## src/rtl/chan_regport.sv

```systemverilog
module chan_regport #(
  parameter bit CHAN_A    = 1'b1,
  parameter int QDEPTH    = 3,
  parameter int TX_CYCLES = 16
) (
  input  logic         clk,
  input  logic         rst_n,
  input  logic         ctl_wr,
  input  logic         ctl_rd,
  input  logic         data_wr,
  input  logic         data_rd,
  input  logic [7:0]   wdata,
  output logic [7:0]   rdata,
  input  logic         rx_push,
  input  logic [7:0]   rx_char,
  input  logic         carrier,
  input  logic         zero_cnt,
  output logic         tx_strobe,
  output logic [7:0]   tx_char,
  output logic [127:0] cfg_bus
);
  localparam int CW   = $clog2(QDEPTH + 1);
  localparam int TCW  = $clog2(TX_CYCLES);
  localparam int NREG = 16;

  logic [3:0]     ptr;
  logic           armed;
  logic [7:0]     regs [NREG];
  logic [7:0]     q [QDEPTH];
  logic [CW-1:0]  qcnt;
  logic           tx_empty;
  logic [TCW-1:0] tcnt;

  function automatic logic [7:0] hard_val(input int n);
    case (n)
      4:       return 8'h04;
      11:      return 8'h08;
      15:      return 8'hF8;
      default: return 8'h00;
    endcase
  endfunction

  wire [3:0]    sel      = armed ? ptr : 4'd0;
  wire          wr_hit   = ctl_wr & armed;
  wire          take_ptr = ctl_wr & ~armed & (wdata[7:4] == 4'd0);
  wire          do_tx    = (data_wr | (wr_hit & (ptr == 4'd8))) & tx_empty;
  wire          q_has    = (qcnt != '0);
  wire          pop      = (data_rd | (ctl_rd & (sel == 4'd8))) & q_has;
  wire [CW-1:0] widx     = qcnt - CW'(pop);
  wire          do_push  = rx_push & (widx < CW'(QDEPTH));
  wire          r9       = wr_hit & (ptr == 4'd9);
  wire          hard_rst = r9 & (wdata[7:6] == 2'b11);
  wire          chan_rst = r9 & (CHAN_A ? wdata[7] : wdata[6]);
  wire          storable = !(ptr == 4'd0 || ptr == 4'd8 || ptr == 4'd9);
  wire [7:0]    head     = q_has ? q[0] : 8'h00;
  wire [7:0]    status   = {1'b0, 2'b11, 1'b0, carrier, tx_empty, zero_cnt, q_has};

  always_comb begin
    if (data_rd) rdata = head;
    else begin
      case (sel)
        4'd0, 4'd4:   rdata = status;
        4'd1, 4'd5:   rdata = 8'h07;
        4'd2, 4'd6:   rdata = regs[2];
        4'd8:         rdata = head;
        4'd9, 4'd13:  rdata = regs[13];
        4'd11, 4'd15: rdata = regs[15];
        4'd12:        rdata = regs[12];
        default:      rdata = 8'h00;
      endcase
    end
  end

  for (genvar g = 0; g < NREG; g++) begin : g_cfg
    assign cfg_bus[8*g +: 8] = regs[g];
  end

  always_ff @(posedge clk or negedge rst_n) begin
    if (!rst_n) begin
      ptr       <= '0;
      armed     <= 1'b0;
      qcnt      <= '0;
      tx_empty  <= 1'b1;
      tcnt      <= '0;
      tx_strobe <= 1'b0;
      tx_char   <= '0;
      for (int i = 0; i < NREG; i++) regs[i] <= hard_val(i);
      for (int i = 0; i < QDEPTH; i++) q[i] <= '0;
    end else begin
      tx_strobe <= do_tx;
      if (ctl_rd || wr_hit) begin
        ptr   <= '0;
        armed <= 1'b0;
      end else if (take_ptr) begin
        ptr   <= wdata[3:0];
        armed <= 1'b1;
      end
      if (wr_hit && storable) regs[ptr] <= wdata;

      if (do_tx) begin
        tx_char  <= wdata;
        tx_empty <= 1'b0;
        tcnt     <= TCW'(TX_CYCLES - 1);
      end else if (!tx_empty) begin
        if (tcnt == '0) tx_empty <= 1'b1;
        else            tcnt     <= tcnt - 1'b1;
      end

      if (pop)
        for (int i = 0; i < QDEPTH - 1; i++) q[i] <= q[i+1];
      if (do_push) q[widx] <= rx_char;
      qcnt <= qcnt - CW'(pop) + CW'(do_push);

      if (chan_rst) begin
        tx_empty  <= 1'b1;
        qcnt      <= '0;
        regs[15]  <= 8'hF8;
        regs[14]  <= regs[14] & 8'h03;
        regs[10]  <= 8'h00;
        regs[5]   <= regs[5] & 8'h65;
        regs[4]   <= regs[4] | 8'h04;
        regs[3]   <= regs[3] & 8'hFE;
        regs[1]   <= regs[1] & 8'hFE;
      end
      if (hard_rst)
        for (int i = 0; i < NREG; i++) regs[i] <= hard_val(i);
    end
  end
endmodule


```

## config.mk

```make
export PLATFORM = sky130hd
export DESIGN_NAME = chan_regport
export DESIGN_NICKNAME = d
export VERILOG_FILES = /design/src/rtl/chan_regport.sv
export SDC_FILE = /design/constraint.sdc
export NUM_CORES = 1
export LEC_CHECK = 0
export BUFFER_PORTS_ARGS = -buffer_cell sky130_fd_sc_hd__buf_2
export CAP_MARGIN = 20
export CORE_ASPECT_RATIO = 1.25
export CORE_MARGIN = 4
export CORE_UTILIZATION = 35
export CTS_CLUSTER_DIAMETER = 120
export DETAILED_ROUTE_END_ITERATION = 10
export SLEW_MARGIN = 15
export SYNTH_ARGS = -nofsm -noshare
export SYNTH_HDL_FRONTEND = slang
export SYNTH_SLANG_ARGS = --single-unit
```

## constraint.sdc

```tcl
create_clock -name clk -period 2.6 [get_ports clk]
set_input_delay 0.78 -clock clk [delete_from_list [all_inputs] [get_ports clk]]
set_output_delay 0.78 -clock clk [all_outputs]
set_load 0.01 [all_outputs]
```

==> results.cfg, run 1 <==
[grt]
grt_pass1_vias = 6147
grt_use_total_pct = 19.4
grt_first_pass_wirelength_um = 36600
grt-ovfl-total = 0
grt_max_degree = 46
antenna_found_initial = 0

[setup_path]
path_delay_family = compound AO/OA/AOI/OAI gates
crit_chain = buf_4, nor2_2, a41o_4, a221o_1, buf_2
cp.required_ps = 1820
cp-startpoint = ptr[0]$_DFFE_PN0P_
cpMaxStageDelayCell = dfrtp_2
r2r_slack_ps = 170
rr_worst_depth = 9
cp.depth = 5
cp_max_fo = 7
r2r-end = tx_char[0]$_DFFE_PN0P_
endpoint = rdata[3]
slowest_delay_ps = 480
end_kind = output pin
crit_type = flop to output pin
r2r_start = ptr[3]$_DFFE_PN0P_
cp-start-kind = flop
crit_buf_inv = 2
arrival_ps = 1900

[placed_design]
io_buffer_count = 169
gp_congestion = 0.883
place_inst = 1144
dp_slack_ps = 19.9
dp_hpwl_um = 16700

[power]
p_seq_share_pct = 46.9
cellLeakagePower_nw = 5.02
swShare_pct = 28.7
internal_power_mw = 4.90
ir_drop_uv = 417
switchingPower_mw = 1.98
combinationalPowerShare_pct = 20.1
pwr-share-clk_pct = 33.0
p_per_area_nw_per_um2 = 696

[timing]
drv_slew = 0
fmax_mhz = 374
min_period_ps = 2680
finalSetupViolations = 7
skew_ps = 12.0
hold_viol_final = 0
fin_crit_sh_pct = 103
fin_ws_ps = -77.1
max-slew-margin-rel_pct = 66.0
rsz0062_at_grt = yes
tightest_slew_ps = 510

[synth]
async_flop_share_pct = 100
synth.largest_area_cell = dfrtp_1
synth.area.top_cells = dfrtp_1, mux2i_1, a22o_1, nand2_1, dfstp_2
netlist.area_leader.share_pct = 53.8
yosysWarnings = 0
synth_nets = 720
ys_types = 66
seq_area_frac_synth_pct = 56.5
syn_area_um2 = 7680
ys_seq_elements = 173
ys.flop_type = dfrtp_1
synth_edf_count = 0
synthCells = 692
syn_area_per_cell_um2 = 11.1

[layout]
finalNonFillerCells = 1187
nNetsFinal = 926
final_util_pct = 45.8
drive_gt1_share_pct = 36.8
area_delta_synth_final_pct = 28.6
diodes = 0

[run]
cap_violations = 0

[detailed_routing]
drc = 0
dr.pass1.iters = 5
drt_wl_total_um = 23800
drtAntennaViolNets = 0
wl_per_cell_um = 20.0
vias = 6103
vias_per_cell = 5.14
drtIter0Drc = 369

[clock_network]
cts_root_buffer = clkbuf_16
cts_tree = done
clk_pin_slew_worst_paths_ps = 70
worstSkewPairLatency_ps = 430
clockBufferDepth = 2
htree_levels = 4
cts_sinks = 173
cts_buffers = 17

[die]
ios = 170
design.core.area_um2 = 21500
core.rowCount = 60
initial_core_util_pct = 35.7
die_h_um = 174
die_area_um2 = 24400
die_w_um = 141

[min_path]
hold_path.class = primary input to async pin

[run_status]
violations = setup timing
status = finished with violations
[power by group through the flow]
stage	registers, mW	clock network [mW]	logic, mW
floorplan	3.25	0	0.904
global placement	3.27	0	1.32
detailed placement	3.27	0	1.36
CTS	3.22	2.33	1.39
global route	3.26	2.44	1.54
finish	3.22	2.27	1.38
[flip-flops by register name, summed over array words and instances, names as in the netlist]
register / cells
tx_char: 8
tcnt: 4
tx_empty: 1
cfg_bus: 128
q: 24
armed: 1
tx_strobe: 1
qcnt: 2
ptr: 4
[cell usage in the layout (no fill, tap or decap), drive strengths merged, types with 3 or more instances in the layout]
cell     instances
dfrtp          165
o2bb2ai          4
a32o             3
clkbuf          19
buf            227
a22oi            5
and2            29
nand2           88
clkinv          12
nand3           34
nand2b           6
mux2i           42
a21oi           20
o22ai            7
or2              5
mux2            18
xnor2            3
a22o            46
o21ai           18
o211ai           4
nand4            3
inv             27
a211oi           4
a41o             3
ha               3
nor2            54
nor3             7
nor2b            8
and3b            3
nor4b            4
dfstp            8
[repair_timing]
| action | 4_1_cts | 5_1_grt |
|---|---|---|
| setup endpoints to repair | 8 | 8 |
| setup buffers | 8 | 5 |
| cloned | 0 | 1 |
| resized for setup | 29 | 13 |
| hold buffers | 0 | 0 |
| pin swaps | 10 | 15 |
[worst min-delay path by stage]
stage	from	endpoint	slack, ps	depth (start not counted)
2_1_floorplan	rst_n	armed$_DFFE_PN0P_	480	0
3_3_place_gp	cfg_bus[4]$_DFFE_PN0P_	cfg_bus[4]$_DFFE_PN0P_	460	1
3_5_place_dp	cfg_bus[5]$_DFFE_PN0P_	cfg_bus[5]$_DFFE_PN0P_	470	1
4_1_cts	rst_n	cfg_bus[85]$_DFFE_PN0P_	280	1
5_1_grt	rst_n	cfg_bus[84]$_DFFE_PN0P_	290	1
6_report	rst_n	cfg_bus[84]$_DFFE_PN0P_	270	1
[routing by layer]
metal	part of all wire, %	global-route usage (%)	vias up
met1	42	24.8	3035
met4	2.3	5.94	0
met2	50	32.6	205
li1	-	-	2831
met5	0	0	-
met3	5.8	4.75	32
[cells in the mapped netlist, types with 8 or more instances]
cell,count
dfrtp_1,165
o21ai_0,17
a21oi_1,19
nor2_1,47
mux2_2,14
and2_1,29
nand2_1,87
buf_2,12
nand3_1,34
clkbuf_1,19
mux2i_1,42
a22o_1,46
inv_1,26
dfstp_2,8
[area by class of cell]
type,instances,area [µm²]
Clock inverter,11,73.8
Multi-Input combinational cell,450,3190
Timing Repair Buffer,228,1390
Tap cell,279,349
Inverter,28,105
Fill cell,2030,11700
Sequential cell,173,4350
Clock buffer,18,429
[cells by family after synthesis]
logic type / synth area share [%]
AOI/OAI and AO/OA: 13.4
xor gates and xnor gates: 0.570
adders and majority gates: 0.489
buffers and inverters: 4.10
DFF: 56.5
muxes: 8.11
and+or+nand+nor: 16.8
[worst reg2reg max path: stages, from the launching register on]
cell,delay [ps]
dfrtp_2,490
buf_4,180
clkbuf_16,150
buf_4,130
buf_4,180
and4b_1,290
and2_1,200
o21ai_2,110
buf_4,230
mux2_2,360
[metrics by stage]
| step | setup TNS (ps) | total power, mW | area [µm²] | hold WS, ps |
|---|---|---|---|---|
| after global routing | -818 | 7.24 | 9880 | 293 |
| after global placement | 0 | 4.59 | 9070 | 464 |
| after CTS | -263 | 6.94 | 9750 | 284 |
| after detailed placement | 0 | 4.63 | 9070 | 465 |
| after floorplan | -200 | 4.15 | 7690 | 480 |
| final | -297 | 6.87 | 9880 | 270 |
No activity file was read; power rests on OpenSTA's default activity.
==> inputs of run 2 (changes only) <==
RECOVER_POWER = 50   (was default)
==> run 2 against run 1 <==
Flip-flop and latch count unchanged. Highest routed layer unchanged. Sequential share of layout area grew 0.64 points. Register-to-register slack about the same. Sequential power hardly changed. Largest cell class unchanged. Cell area down 1.4%. Worst hold slack improved by 210 ps. Core utilization down 0.66 points. Wire length up 0.23%. The flow still finishes with violations (setup timing).
==> results.cfg, run 2 (same netlist as run 1, synthesis figures left out) <==
[die]
design.core.area_um2 = 21500
die_w_um = 141
die_area_um2 = 24400
ios = 170
die_h_um = 174
core.rowCount = 60
initial_core_util_pct = 35.7

[grt]
grt-ovfl-total = 0
grt_pass1_vias = 6147
grt_use_total_pct = 19.4
grt_max_degree = 46
antenna_found_initial = 0
grt_first_pass_wirelength_um = 36600

[timing]
fin_ws_ps = -77.5
finalSetupViolations = 7
drv_slew = 0
min_period_ps = 2680
fmax_mhz = 373
fin_crit_sh_pct = 103
rsz0062_at_grt = yes
hold_viol_final = 0
setup_tns_ps = -336
tightest_slew_ps = 1090
max-slew-margin-rel_pct = 27.5
skew_ps = 8.88

[detailed_routing]
drtAntennaViolNets = 0
wl_per_cell_um = 20.1
drc = 0
vias = 6181
drt_wl_total_um = 23900
dr.pass1.iters = 5
drtIter0Drc = 372
vias_per_cell = 5.21

[run_status]
violations = setup timing
status = finished with violations

[clock_network]
worstSkewPairLatency_ps = 430
clockBufferDepth = 2
cts_buffers = 17
ctsHoldBuffers = 0
cts_tree = done
clk_pin_slew_worst_paths_ps = 70
cts_root_buffer = clkbuf_16
cts_sinks = 173
htree_levels = 4

[run]
cap_violations = 0

[layout]
drive_gt1_share_pct = 29.2
largest_register_ffs = 128
final_common_cell = dfrtp_1
diodes = 0
area_delta_synth_final_pct = 26.7
final_cell_mix = dfrtp_1, buf_2, nand2_1, clkbuf_1, buf_4
nNetsFinal = 926
finalNonFillerCells = 1187

[placed_design]
gp_congestion = 0.883
dp_hpwl_um = 16700
place_inst = 1144
io_buffer_count = 169

[power]
finalPower_mw = 6.83
p_per_area_nw_per_um2 = 702
ir_drop_uv = 415
cellLeakagePower_nw = 4.76

[setup_path]
arrival_ps = 1900
r2r_start = ptr[3]$_DFFE_PN0P_
crit_type = flop to output pin
cp_max_fo = 8
r2r_slack_ps = 170
cp-start-kind = flop
cp-startpoint = ptr[3]$_DFFE_PN0P_
end_kind = output pin
cp.required_ps = 1820

[min_path]
min_from = cfg_bus[78]$_DFFE_PN0P_
hold_path.class = flop to flop
==> run 2: final cells by class <==
| type | instances | area [µm²] |
|---|---|---|
| Fill cell | 2068 | 11800 |
| Sequential cell | 173 | 4350 |
| Multi-Input combinational cell | 450 | 3190 |
| Timing Repair Buffer | 228 | 1240 |
| Clock buffer | 18 | 429 |
| Tap cell | 279 | 349 |
| Inverter | 28 | 105 |
| Clock inverter | 11 | 73.8 |
==> run 2: repair_timing <==
item / CTS / global route
resized for setup: 29 / 13
pin swaps: 10 / 15
gates cloned: 0 / 1
buffers inserted: 8 / 5
endpoints found under the setup margin: 8 / 8
==> run 2: stage by stage <==
stage / setup slack (ps) / hold slack (ps) / utilization (%) / instance area, µm²
after floorplan: -25.0 / 480 / - / 7690
after global placement: 14.5 / 464 / 42.1 / 9070
after detailed placement: 19.9 / 465 / 42.1 / 9070
after CTS: -49.9 / 284 / 45.2 / 9750
after global routing: -132 / 499 / 45.2 / 9730
final: -77.5 / 482 / 45.2 / 9730
==> run 2: routing by layer <==
layer / vias up / share of wire, % / track usage (%)
li1: 2836 / - / -
met1: 3086 / 41 / 24.8
met2: 229 / 50 / 32.6
met3: 30 / 6.1 / 4.75
met4: 0 / 2.2 / 5.94
met5: - / 0 / 0
==> run 2: critical path, cell delays in order, from the launching register on <==
cell and delay (ps):
dfrtp_2 490, buf_8 160, nor2b_4 130, a2bb2oi_1 80, o22ai_1 260, a32o_1 220, buf_2 130
==> run 2: power breakdown <==
group / switching (mW) / leakage, nW / internal (mW)
combinational: 0.709 / 2.32 / 0.640
clock: 1.06 / 0.255 / 1.20
sequential: 0.199 / 2.19 / 3.03
total: 1.96 / 4.76 / 4.87
==> run 2: path summary, 6_finish.rpt <==
check | endpoint | depth (start not counted)
worst max-delay path | rdata[4] | 6
worst min-delay path | cfg_bus[78]$_DFFE_PN0P_ | 1
worst max register to register | tx_char[0]$_DFFE_PN0P_ | 9
worst min register to register | cfg_bus[78]$_DFFE_PN0P_ | 1
max in group asynchronous | cfg_bus[22]$_DFFE_PN0P_ | 2
min in group asynchronous | cfg_bus[84]$_DFFE_PN0P_ | 1
